`src/rtl/vfu_pkg.sv`:
```
package vfu_pkg;
    localparam int VA_W    = 32;
    localparam int PG_BITS = 12;
    localparam int VPN_W   = VA_W - PG_BITS;
    localparam int PFN_W   = 20;
    localparam int BASE_W  = 10;

    typedef enum logic [1:0] {
        ACC_READ  = 2'd0,
        ACC_WRITE = 2'd1,
        ACC_FETCH = 2'd2,
        ACC_RSVD  = 2'd3
    } acc_e;

    typedef enum logic [2:0] {
        CZ_NONE       = 3'd0,
        CZ_TLB_MISS   = 3'd1,
        CZ_DENY_RD    = 3'd2,
        CZ_DENY_WR    = 3'd3,
        CZ_DENY_EX    = 3'd4,
        CZ_SUPER_ONLY = 3'd5
    } cause_e;

    typedef enum logic [1:0] {
        PATH_BYPASS,
        PATH_XLATE,
        PATH_PRIV_FAULT
    } path_e;

    typedef enum logic {
        ST_IDLE,
        ST_DONE
    } st_e;
endpackage

```
`src/rtl/vfu_region_decode.sv`:
```
module vfu_region_decode
    import vfu_pkg::*;
#(
    parameter bit            MMU_EN      = 1'b1,
    parameter logic [31:0]   BYPASS_BASE = 32'hC000_0000,
    parameter logic [31:0]   USER_LIMIT  = 32'h8000_0000
) (
    input  logic [VA_W-1:0] vaddr,
    input  logic            super_mode,
    output path_e           path
);
    always_comb begin
        if (!MMU_EN) begin
            path = PATH_BYPASS;
        end else if (super_mode) begin
            path = (vaddr >= BYPASS_BASE) ? PATH_BYPASS : PATH_XLATE;
        end else begin
            path = (vaddr >= USER_LIMIT) ? PATH_PRIV_FAULT : PATH_XLATE;
        end
    end
endmodule

```
`src/rtl/vfu_tlb.sv`:
```
module vfu_tlb
    import vfu_pkg::*;
#(
    parameter int ENTRIES = 8
) (
    input  logic                       clk,
    input  logic                       rst_n,
    input  logic                       wr_en,
    input  logic [$clog2(ENTRIES)-1:0] wr_idx,
    input  logic                       wr_valid,
    input  logic [VPN_W-1:0]           wr_vpn,
    input  logic [PFN_W-1:0]           wr_pfn,
    input  logic [2:0]                 wr_perm,
    input  logic [VPN_W-1:0]           lk_vpn,
    output logic                       lk_hit,
    output logic [PFN_W-1:0]           lk_pfn,
    output logic [2:0]                 lk_perm
);
    logic               e_valid [ENTRIES];
    logic [VPN_W-1:0]   e_vpn   [ENTRIES];
    logic [PFN_W-1:0]   e_pfn   [ENTRIES];
    logic [2:0]         e_perm  [ENTRIES];
    logic [ENTRIES-1:0] match;

    always_ff @(posedge clk) begin
        for (int i = 0; i < ENTRIES; i++) begin
            if (!rst_n) begin
                e_valid[i] <= 1'b0;
                e_vpn[i]   <= '0;
                e_pfn[i]   <= '0;
                e_perm[i]  <= '0;
            end else if (wr_en && (wr_idx == i[$clog2(ENTRIES)-1:0])) begin
                e_valid[i] <= wr_valid;
                e_vpn[i]   <= wr_vpn;
                e_pfn[i]   <= wr_pfn;
                e_perm[i]  <= wr_perm;
            end
        end
    end

    for (genvar g = 0; g < ENTRIES; g++) begin : g_cmp
        assign match[g] = e_valid[g] && (e_vpn[g] == lk_vpn);
    end

    // lowest index wins: scan downward so the last hit assigned is the lowest
    always_comb begin
        lk_hit  = 1'b0;
        lk_pfn  = '0;
        lk_perm = '0;
        for (int i = ENTRIES - 1; i >= 0; i--) begin
            if (match[i]) begin
                lk_hit  = 1'b1;
                lk_pfn  = e_pfn[i];
                lk_perm = e_perm[i];
            end
        end
    end

    p_hit_iff_match_r8: assert property (@(posedge clk) disable iff (!rst_n)
        lk_hit == (match != '0));
endmodule

```
`src/rtl/vfu_fault_regs.sv`:
```
module vfu_fault_regs
    import vfu_pkg::*;
(
    input  logic              clk,
    input  logic              rst_n,
    input  logic              upd_bad,
    input  logic              upd_xlate,
    input  logic [VA_W-1:0]   vaddr,
    input  logic              is_fetch,
    input  logic              base_we,
    input  logic [BASE_W-1:0] base_in,
    output logic [VA_W-1:0]   badaddr,
    output logic [31:0]       pteaddr,
    output logic              data_flag
);
    logic [BASE_W-1:0] base_q;
    logic [VPN_W-1:0]  vpn_q;

    always_ff @(posedge clk) begin
        if (!rst_n) begin
            badaddr   <= '0;
            base_q    <= '0;
            vpn_q     <= '0;
            data_flag <= 1'b0;
        end else begin
            if (upd_bad) badaddr <= vaddr;
            if (base_we) base_q <= base_in;
            if (upd_xlate) begin
                vpn_q     <= vaddr[VA_W-1:PG_BITS];
                data_flag <= !is_fetch;
            end
        end
    end

    assign pteaddr = {base_q, vpn_q, 2'b00};

    p_base_kept_r7: assert property (@(posedge clk) disable iff (!rst_n)
        !base_we |=> pteaddr[31:22] == $past(pteaddr[31:22]));

    p_vpn_loaded_r7: assert property (@(posedge clk) disable iff (!rst_n)
        upd_xlate |=> pteaddr[21:2] == $past(vaddr[31:12]));

    p_flag_kind_r6: assert property (@(posedge clk) disable iff (!rst_n)
        upd_xlate |=> data_flag == !$past(is_fetch));

    p_priv_leaves_pte_r3: assert property (@(posedge clk) disable iff (!rst_n)
        (upd_bad && !upd_xlate && !base_we) |=> $stable(pteaddr) && $stable(data_flag));
endmodule

```
`src/rtl/vaddr_fault_unit.sv`:
```
module vaddr_fault_unit
    import vfu_pkg::*;
#(
    parameter int TLB_ENTRIES = 8,
    parameter bit MMU_EN      = 1'b1
) (
    input  logic                           clk,
    input  logic                           rst_n,
    input  logic                           req_valid,
    input  logic [31:0]                    req_vaddr,
    input  logic [1:0]                     req_kind,
    input  logic                           req_super,
    input  logic                           tlb_we,
    input  logic [$clog2(TLB_ENTRIES)-1:0] tlb_idx,
    input  logic                           tlb_valid,
    input  logic [19:0]                    tlb_vpn,
    input  logic [19:0]                    tlb_pfn,
    input  logic [2:0]                     tlb_perm,
    input  logic                           base_we,
    input  logic [9:0]                     base_in,
    output logic                           rsp_done,
    output logic                           rsp_fault,
    output logic [2:0]                     rsp_cause,
    output logic [31:0]                    rsp_paddr,
    output logic [31:0]                    badaddr,
    output logic [31:0]                    pteaddr,
    output logic                           data_flag
);
    st_e          state, state_nx;
    path_e        path;
    logic         hit;
    logic [19:0]  hit_pfn;
    logic [2:0]   hit_perm;
    logic         need_ok;
    cause_e       deny_cause;
    logic         c_fault;
    cause_e       c_cause;
    logic [31:0]  c_paddr;
    logic         is_fetch;

    vfu_region_decode #(.MMU_EN(MMU_EN)) u_region (
        .vaddr      (req_vaddr),
        .super_mode (req_super),
        .path       (path)
    );

    vfu_tlb #(.ENTRIES(TLB_ENTRIES)) u_tlb (
        .clk      (clk),
        .rst_n    (rst_n),
        .wr_en    (tlb_we),
        .wr_idx   (tlb_idx),
        .wr_valid (tlb_valid),
        .wr_vpn   (tlb_vpn),
        .wr_pfn   (tlb_pfn),
        .wr_perm  (tlb_perm),
        .lk_vpn   (req_vaddr[31:12]),
        .lk_hit   (hit),
        .lk_pfn   (hit_pfn),
        .lk_perm  (hit_perm)
    );

    assign is_fetch = (req_kind == ACC_FETCH);

    always_comb begin
        unique case (acc_e'(req_kind))
            ACC_WRITE: begin need_ok = hit_perm[1]; deny_cause = CZ_DENY_WR; end
            ACC_FETCH: begin need_ok = hit_perm[2]; deny_cause = CZ_DENY_EX; end
            default:   begin need_ok = hit_perm[0]; deny_cause = CZ_DENY_RD; end
        endcase
    end

    always_comb begin
        c_fault = 1'b0;
        c_cause = CZ_NONE;
        c_paddr = req_vaddr;
        unique case (path)
            PATH_BYPASS: ;
            PATH_PRIV_FAULT: begin
                c_fault = 1'b1;
                c_cause = CZ_SUPER_ONLY;
                c_paddr = '0;
            end
            PATH_XLATE: begin
                if (!hit) begin
                    c_fault = 1'b1;
                    c_cause = CZ_TLB_MISS;
                    c_paddr = '0;
                end else if (!need_ok) begin
                    c_fault = 1'b1;
                    c_cause = deny_cause;
                    c_paddr = '0;
                end else begin
                    c_paddr = {hit_pfn, req_vaddr[11:0]};
                end
            end
            default: ;
        endcase
    end

    vfu_fault_regs u_fregs (
        .clk       (clk),
        .rst_n     (rst_n),
        .upd_bad   (req_valid && c_fault),
        .upd_xlate (req_valid && c_fault && (path == PATH_XLATE)),
        .vaddr     (req_vaddr),
        .is_fetch  (is_fetch),
        .base_we   (base_we),
        .base_in   (base_in),
        .badaddr   (badaddr),
        .pteaddr   (pteaddr),
        .data_flag (data_flag)
    );

    // state register
    always_ff @(posedge clk) begin
        if (!rst_n) state <= ST_IDLE;
        else        state <= state_nx;
    end

    always_comb begin
        unique case (state)
            ST_IDLE: state_nx = req_valid ? ST_DONE : ST_IDLE;
            ST_DONE: state_nx = req_valid ? ST_DONE : ST_IDLE;
            default: state_nx = ST_IDLE;
        endcase
    end

    // output process
    always_ff @(posedge clk) begin
        if (!rst_n) begin
            rsp_fault <= 1'b0;
            rsp_cause <= '0;
            rsp_paddr <= '0;
        end else if (req_valid) begin
            rsp_fault <= c_fault;
            rsp_cause <= c_cause;
            rsp_paddr <= c_paddr;
        end
    end

    assign rsp_done = (state == ST_DONE);

    p_done_after_req_r9: assert property (@(posedge clk) disable iff (!rst_n)
        req_valid |=> rsp_done);

    p_no_done_idle_r9: assert property (@(posedge clk) disable iff (!rst_n)
        !req_valid |=> !rsp_done);

    p_user_high_r3: assert property (@(posedge clk) disable iff (!rst_n)
        (MMU_EN && req_valid && !req_super && req_vaddr[31]) |=>
            (rsp_fault && rsp_cause == CZ_SUPER_ONLY && badaddr == $past(req_vaddr)));

    p_bypass_ident_r1: assert property (@(posedge clk) disable iff (!rst_n)
        (req_valid && req_super && req_vaddr >= 32'hC000_0000) |=>
            (!rsp_fault && rsp_paddr == $past(req_vaddr)));

    p_off_no_fault_r10: assert property (@(posedge clk) disable iff (!rst_n)
        (!MMU_EN && req_valid) |=> (!rsp_fault && rsp_paddr == $past(req_vaddr)));

    p_cause_iff_fault_r4: assert property (@(posedge clk) disable iff (!rst_n)
        rsp_done |-> (rsp_fault == (rsp_cause != 3'd0)));
endmodule

```
`config.mk`:
```
export PLATFORM = sky130hd
export DESIGN_NAME = vaddr_fault_unit
export DESIGN_NICKNAME = d
export VERILOG_FILES = /design/src/rtl/vfu_pkg.sv /design/src/rtl/vfu_region_decode.sv /design/src/rtl/vfu_tlb.sv /design/src/rtl/vfu_fault_regs.sv /design/src/rtl/vaddr_fault_unit.sv
export SDC_FILE = /design/constraint.sdc
export NUM_CORES = 1
export LEC_CHECK = 0
export CORE_UTILIZATION = 58
export CTS_CLUSTER_DIAMETER = 60
export CTS_CLUSTER_SIZE = 24
export DETAILED_ROUTE_END_ITERATION = 8
export PLACE_DENSITY = 0.81
export SLEW_MARGIN = 15
export SYNTH_ARGS = -nofsm -noshare
export SYNTH_HDL_FRONTEND = slang
export SYNTH_SLANG_ARGS = --single-unit
```
`constraint.sdc`:
```
create_clock -name clk -period 6.05 [get_ports clk]
set_input_delay 1.21 -clock clk [delete_from_list [all_inputs] [get_ports clk]]
set_output_delay 1.21 -clock clk [all_outputs]
set_load 0.01 [all_outputs]
```
==> impl_summary.txt <==
----------------------------------------------------
[Worst hold path]
  Hold Path Origin ... u_fregs.badaddr[31]$_SDFFE_PN0P_
  Worst hold path cell count ... 2
  Hold WC Path Type ... register to register
  WHS Endpoint ... u_fregs.badaddr[31]$_SDFFE_PN0P_

[Logic synthesis]
  Post-synthesis instance area ... 20900 µm²
  Most area-consuming cells after synthesis ... sky130_fd_sc_hd__edfxtp_1 (50%), sky130_fd_sc_hd__and2_1 (11%), sky130_fd_sc_hd__dfxtp_1 (9.7%), sky130_fd_sc_hd__xnor2_1 (4.8%), sky130_fd_sc_hd__mux2i_1 (3.0%)
  FF+latch count, synth ... between 400 and 500
  Library cell occupying the most area in the post-synthesis netlist ... sky130_fd_sc_hd__edfxtp_1
  Primary FF master, synth ... sky130_fd_sc_hd__edfxtp_1
  Average cell area after synthesis ... ~12 µm²
  Synth warnings ... 0
  Synthesized netlist cell count ... 1791
  Proportion of register bits with asynchronous set or reset after synthesis ... 0
  Area fraction of the dominant cell type after synthesis ... 0.504
  Sequential share of the synthesized area ... 0.600
  Distinct cell type count after synthesis ... 68
  Number of enable-type register cells in the synthesized netlist ... 351

[Power]
  Cell leakage power ... 8.84 nW
  Power per standard cell area ... 267 nW/µm²
  Largest vdd supply drop ... 0.238 mV

[Global routing]
  Met2 Use GR ... 0.539
  Overall overflow remaining after global route ... 0
  Number of antenna violations at the first check in global routing ... 2
  GRT met1 Usage ... 0.436
  Number of global-route vias before repair ... 14.6k
  Busiest layer in global routing ... met2
  First-pass GRT wire length ... 89.0 mm
  Met3 track demand over resource in global routing ... 0.0627
  Pin count of the biggest net entering global routing ... 87
  Global routing usage summed across all routing layers ... 0.330

[Floorplanning]
  Floorplan core area ... 35600 µm²
  Site Rows ... between 60 and 70
  Initial Utilization ... 0.588
  Die W ... ~190 µm
  Chip height ... 192 µm
  Number of top-level pins ... a little under 200
  Overall die area ... roughly 37000 µm²

[Layout]
  Layout Cells excl Fill ... approximately 2.5k
  Number of nets at the end of the flow ... 2067
  Register cell area after layout ... 12600 µm²
  Proportion of layout cells with a drive suffix above 1 ... 0.0829
  Leading cell type in the layout, fill and taps excluded ... sky130_fd_sc_hd__and2_1
  Area taken by multi-input logic gates ... between 7000 and 8000 µm²
  Top library cells by usage in the layout, fill and taps aside ... sky130_fd_sc_hd__and2_1 (356), sky130_fd_sc_hd__edfxtp_1 (351), sky130_fd_sc_hd__clkdlybuf4s50_1 (195), sky130_fd_sc_hd__nand2_1 (158), sky130_fd_sc_hd__xnor2_1 (115)
  Fill cell total of the finished layout ... 2524
  Area growth from synthesis to layout ... 17.7%

[Worst setup path]
  Worst setup SP type ... input pin
  FF-to-FF path depth ... 11
  Category of the worst setup path capture point ... register
  Slowest CP cell ... sky130_fd_sc_hd__clkdlybuf4s50_1
  Cell type group with the largest total delay on the critical path ... simple AND/OR/NAND/NOR gates
  Chain of cells forming the critical path ... clkdlybuf4s50_1, xor2_1, nor4_1, nand4_1, nor3_2, and3_1, nor4b_1, a211o_1, a21oi_4, a21o_2, buf_12, mux2i_1
  Worst reg-to-reg setup slack ... 2.19 ns
  Top fanout value on the critical path ... 35
  Critical R2R Capture ... u_fregs.badaddr[23]$_SDFFE_PN0P_
  Type of the worst setup path ... input pin to register
  FF-to-FF Start ... u_tlb.e_vpn[0][53]$_SDFFCE_PN0P_
  Worst Path Arrival ... 5.50 ns
  CP peak stage delay ... between 0.7 and 0.8 ns
  Critical Path RT ... 6.59 ns
  Critical path buffers and inverters ... 2

[Drt]
  First-pass detailed-route iteration total ... 6
  Total DRC errors in the routed layout ... 0
  Number of vias after detailed routing ... 15.0k
  Average wire per standard cell ... 24.8 µm
  Final Routed Wirelength ... roughly 61 mm
  Number of antenna-violating nets in the routed design ... 0
  Number of DRC violations after detailed-routing iteration 0 ... 1821
  Post-DR vias/cell ... 6.10

[CTS]
  H-tree levels ... 1
  Clock transition at the registers of the reported paths ... 0.08 ns
  Master cell of the clock root buffer ... sky130_fd_sc_hd__clkbuf_16
  Post-CTS resize count ... 0
  Clock latency on the worst-skew pair ... 0.62 ns
  TritonCTS Sinks ... 452
  Maximum clock insertion buffer count ... 3
  Num CTS Buffers ... 31
  Clock tree from TritonCTS ... yes
  Count of hold-fix buffers inserted at cts ... 0
  Postcts setup bufs ... 0

[STA]
  Setup violations, final ... 0
  Slew at the pin closest to its max-slew limit ... 1.24 ns
  Fin Hold WS ... 0.462 ns
  Post-Route Skew ... 0.0277 ns
  Number of max-slew violations in the final report ... 0
  Setup repair after global routing missed its margin ... false
  Setup TNS ... 0 ns
  Hold Vio Cnt, Final ... 0
  Relative max-transition margin ... 0.172
  Worst Setup Slack, final ... 1.08 ns
  Post-route minimum period ... slightly below 5 ns
  Maximum operating frequency ... 201 MHz
  Period Utilization, post-route ... 0.821

[Placed design]
  Placed cell count ... about 2.4k
  Buffers on Ports ... 196
  Placed wire-length estimate ... 40.0 mm
  Setup Slack @ Placement ... 0.593 ns
  Final estimated routing congestion in global placement ... 0.964

[Job]
  Number of max-cap violations ... 0

[Run status]
  Outcome ... finished clean

----------------------------------------------------
-- how the worst max path moves through the flow --
stage | slack, ns | start | cells past startpoint | end
floorplan | 0.86 | tlb_idx[2] | 2 | u_tlb.e_perm[0][0]$_SDFFCE_PN0P_
global placement | 0.67 | req_vaddr[25] | 12 | u_fregs.badaddr[21]$_SDFFE_PN0P_
detailed placement | 0.59 | req_vaddr[25] | 12 | u_fregs.badaddr[16]$_SDFFE_PN0P_
CTS | 1.21 | req_vaddr[19] | 13 | u_fregs.badaddr[20]$_SDFFE_PN0P_
global route | 0.98 | req_vaddr[25] | 12 | u_fregs.badaddr[1]$_SDFFE_PN0P_
finish | 1.08 | req_vaddr[25] | 12 | u_fregs.badaddr[23]$_SDFFE_PN0P_
-- where the power goes --
part           leakage (nW)  switching [mW]  internal [mW]
logic                  4.09           0.400          0.279
clock network         0.530            1.19           1.08
registers              4.22          0.0846           3.54
total                  8.84            1.68           4.89
-- worst reg2reg max path: stages (launching register included) --
cell	delay, ns
sky130_fd_sc_hd__edfxtp_1	0.40
sky130_fd_sc_hd__xor2_1	0.16
sky130_fd_sc_hd__nor4_1	0.47
sky130_fd_sc_hd__nand4_1	0.37
sky130_fd_sc_hd__nor3_2	0.66
sky130_fd_sc_hd__and3_1	0.29
sky130_fd_sc_hd__nor4b_1	0.06
sky130_fd_sc_hd__a211o_1	0.37
sky130_fd_sc_hd__a21oi_4	0.31
sky130_fd_sc_hd__a21o_2	0.20
sky130_fd_sc_hd__buf_12	0.25
sky130_fd_sc_hd__mux2i_1	0.25
-- logic make-up (layout without fill, tap and decap cells) --
kind of cell,after synthesis,in the layout,share of synthesized area
DFF,452,452,0.600
and+or+nand+nor,774,774,0.201
adders and majority gates,4,4,0.00239
muxes,82,82,0.0404
other,1,4,0.000179
xor gates and xnor gates,162,162,0.0678
buffers and inverters,123,322,0.0267
AOI/OAI and AO/OA,193,193,0.0612
-- state kept, by name (all words and copies together) (netlist names) --
register	flops
u_fregs.badaddr	32
u_fregs.vpn_q	20
rsp_done	1
u_tlb.e_pfn	160
u_fregs.data_flag	1
u_tlb.e_perm	24
rsp_cause	3
u_tlb.e_valid	8
u_fregs.base_q	10
rsp_paddr	32
rsp_fault	1
u_tlb.e_vpn	160
-- cells in the mapped netlist, types with 3 or more instances --
cell type / instances
sky130_fd_sc_hd__a311o_1: 3
sky130_fd_sc_hd__nor4_1: 18
sky130_fd_sc_hd__xor2_1: 47
sky130_fd_sc_hd__buf_6: 3
sky130_fd_sc_hd__clkbuf_1: 80
sky130_fd_sc_hd__a221oi_1: 3
sky130_fd_sc_hd__nor2b_1: 14
sky130_fd_sc_hd__nand2_1: 158
sky130_fd_sc_hd__edfxtp_1: 351
sky130_fd_sc_hd__a22o_1: 12
sky130_fd_sc_hd__nand4b_1: 3
sky130_fd_sc_hd__nor2_1: 115
sky130_fd_sc_hd__and4_1: 4
sky130_fd_sc_hd__a211oi_1: 19
sky130_fd_sc_hd__buf_4: 8
sky130_fd_sc_hd__a21oi_1: 80
sky130_fd_sc_hd__mux2i_1: 63
sky130_fd_sc_hd__ha_1: 4
sky130_fd_sc_hd__nand4_1: 37
sky130_fd_sc_hd__nand2b_1: 9
sky130_fd_sc_hd__and2_1: 356
sky130_fd_sc_hd__inv_1: 12
sky130_fd_sc_hd__dfxtp_1: 101
sky130_fd_sc_hd__nand3_1: 16
sky130_fd_sc_hd__o32ai_1: 19
sky130_fd_sc_hd__or4_1: 4
sky130_fd_sc_hd__buf_2: 17
sky130_fd_sc_hd__mux2_2: 19
sky130_fd_sc_hd__or3_1: 5
sky130_fd_sc_hd__nor4b_1: 3
sky130_fd_sc_hd__o31ai_1: 5
sky130_fd_sc_hd__o21ai_0: 29
sky130_fd_sc_hd__a31oi_1: 3
sky130_fd_sc_hd__nor3_1: 8
sky130_fd_sc_hd__xnor2_1: 115
sky130_fd_sc_hd__and3_1: 9
-- cell type report --
class | instances | share of cell area
inverter | 12 | 0.00183
timing repair buffer | 252 | 0.0971
clock inverter | 25 | 0.0115
clock buffer | 33 | 0.0327
sequential | 452 | 0.510
tap | 461 | 0.0234
multi-input combinational | 1217 | 0.323
antenna | 2 | 0.000203
-- stage by stage --
stage                     instance area [µm²]   util  power, mW
after floorplan                         20900      -       4.02
after global placement                  23500  0.661       4.33
after detailed placement                23500  0.661       4.36
after CTS                               24600  0.692       6.57
after global routing                    24600  0.692       6.73
final                                   24600  0.692       6.57
-- layer usage --
metal  vias up  part of all wire  routed length [µm]
met2       968              0.47               28700
met4         0             0.037                2280
met1      7249              0.38               22800
met5         -                 0                   0
li1       6603                 -                   -
met3       156              0.12                7020
(Power assumes the default switching activity.)
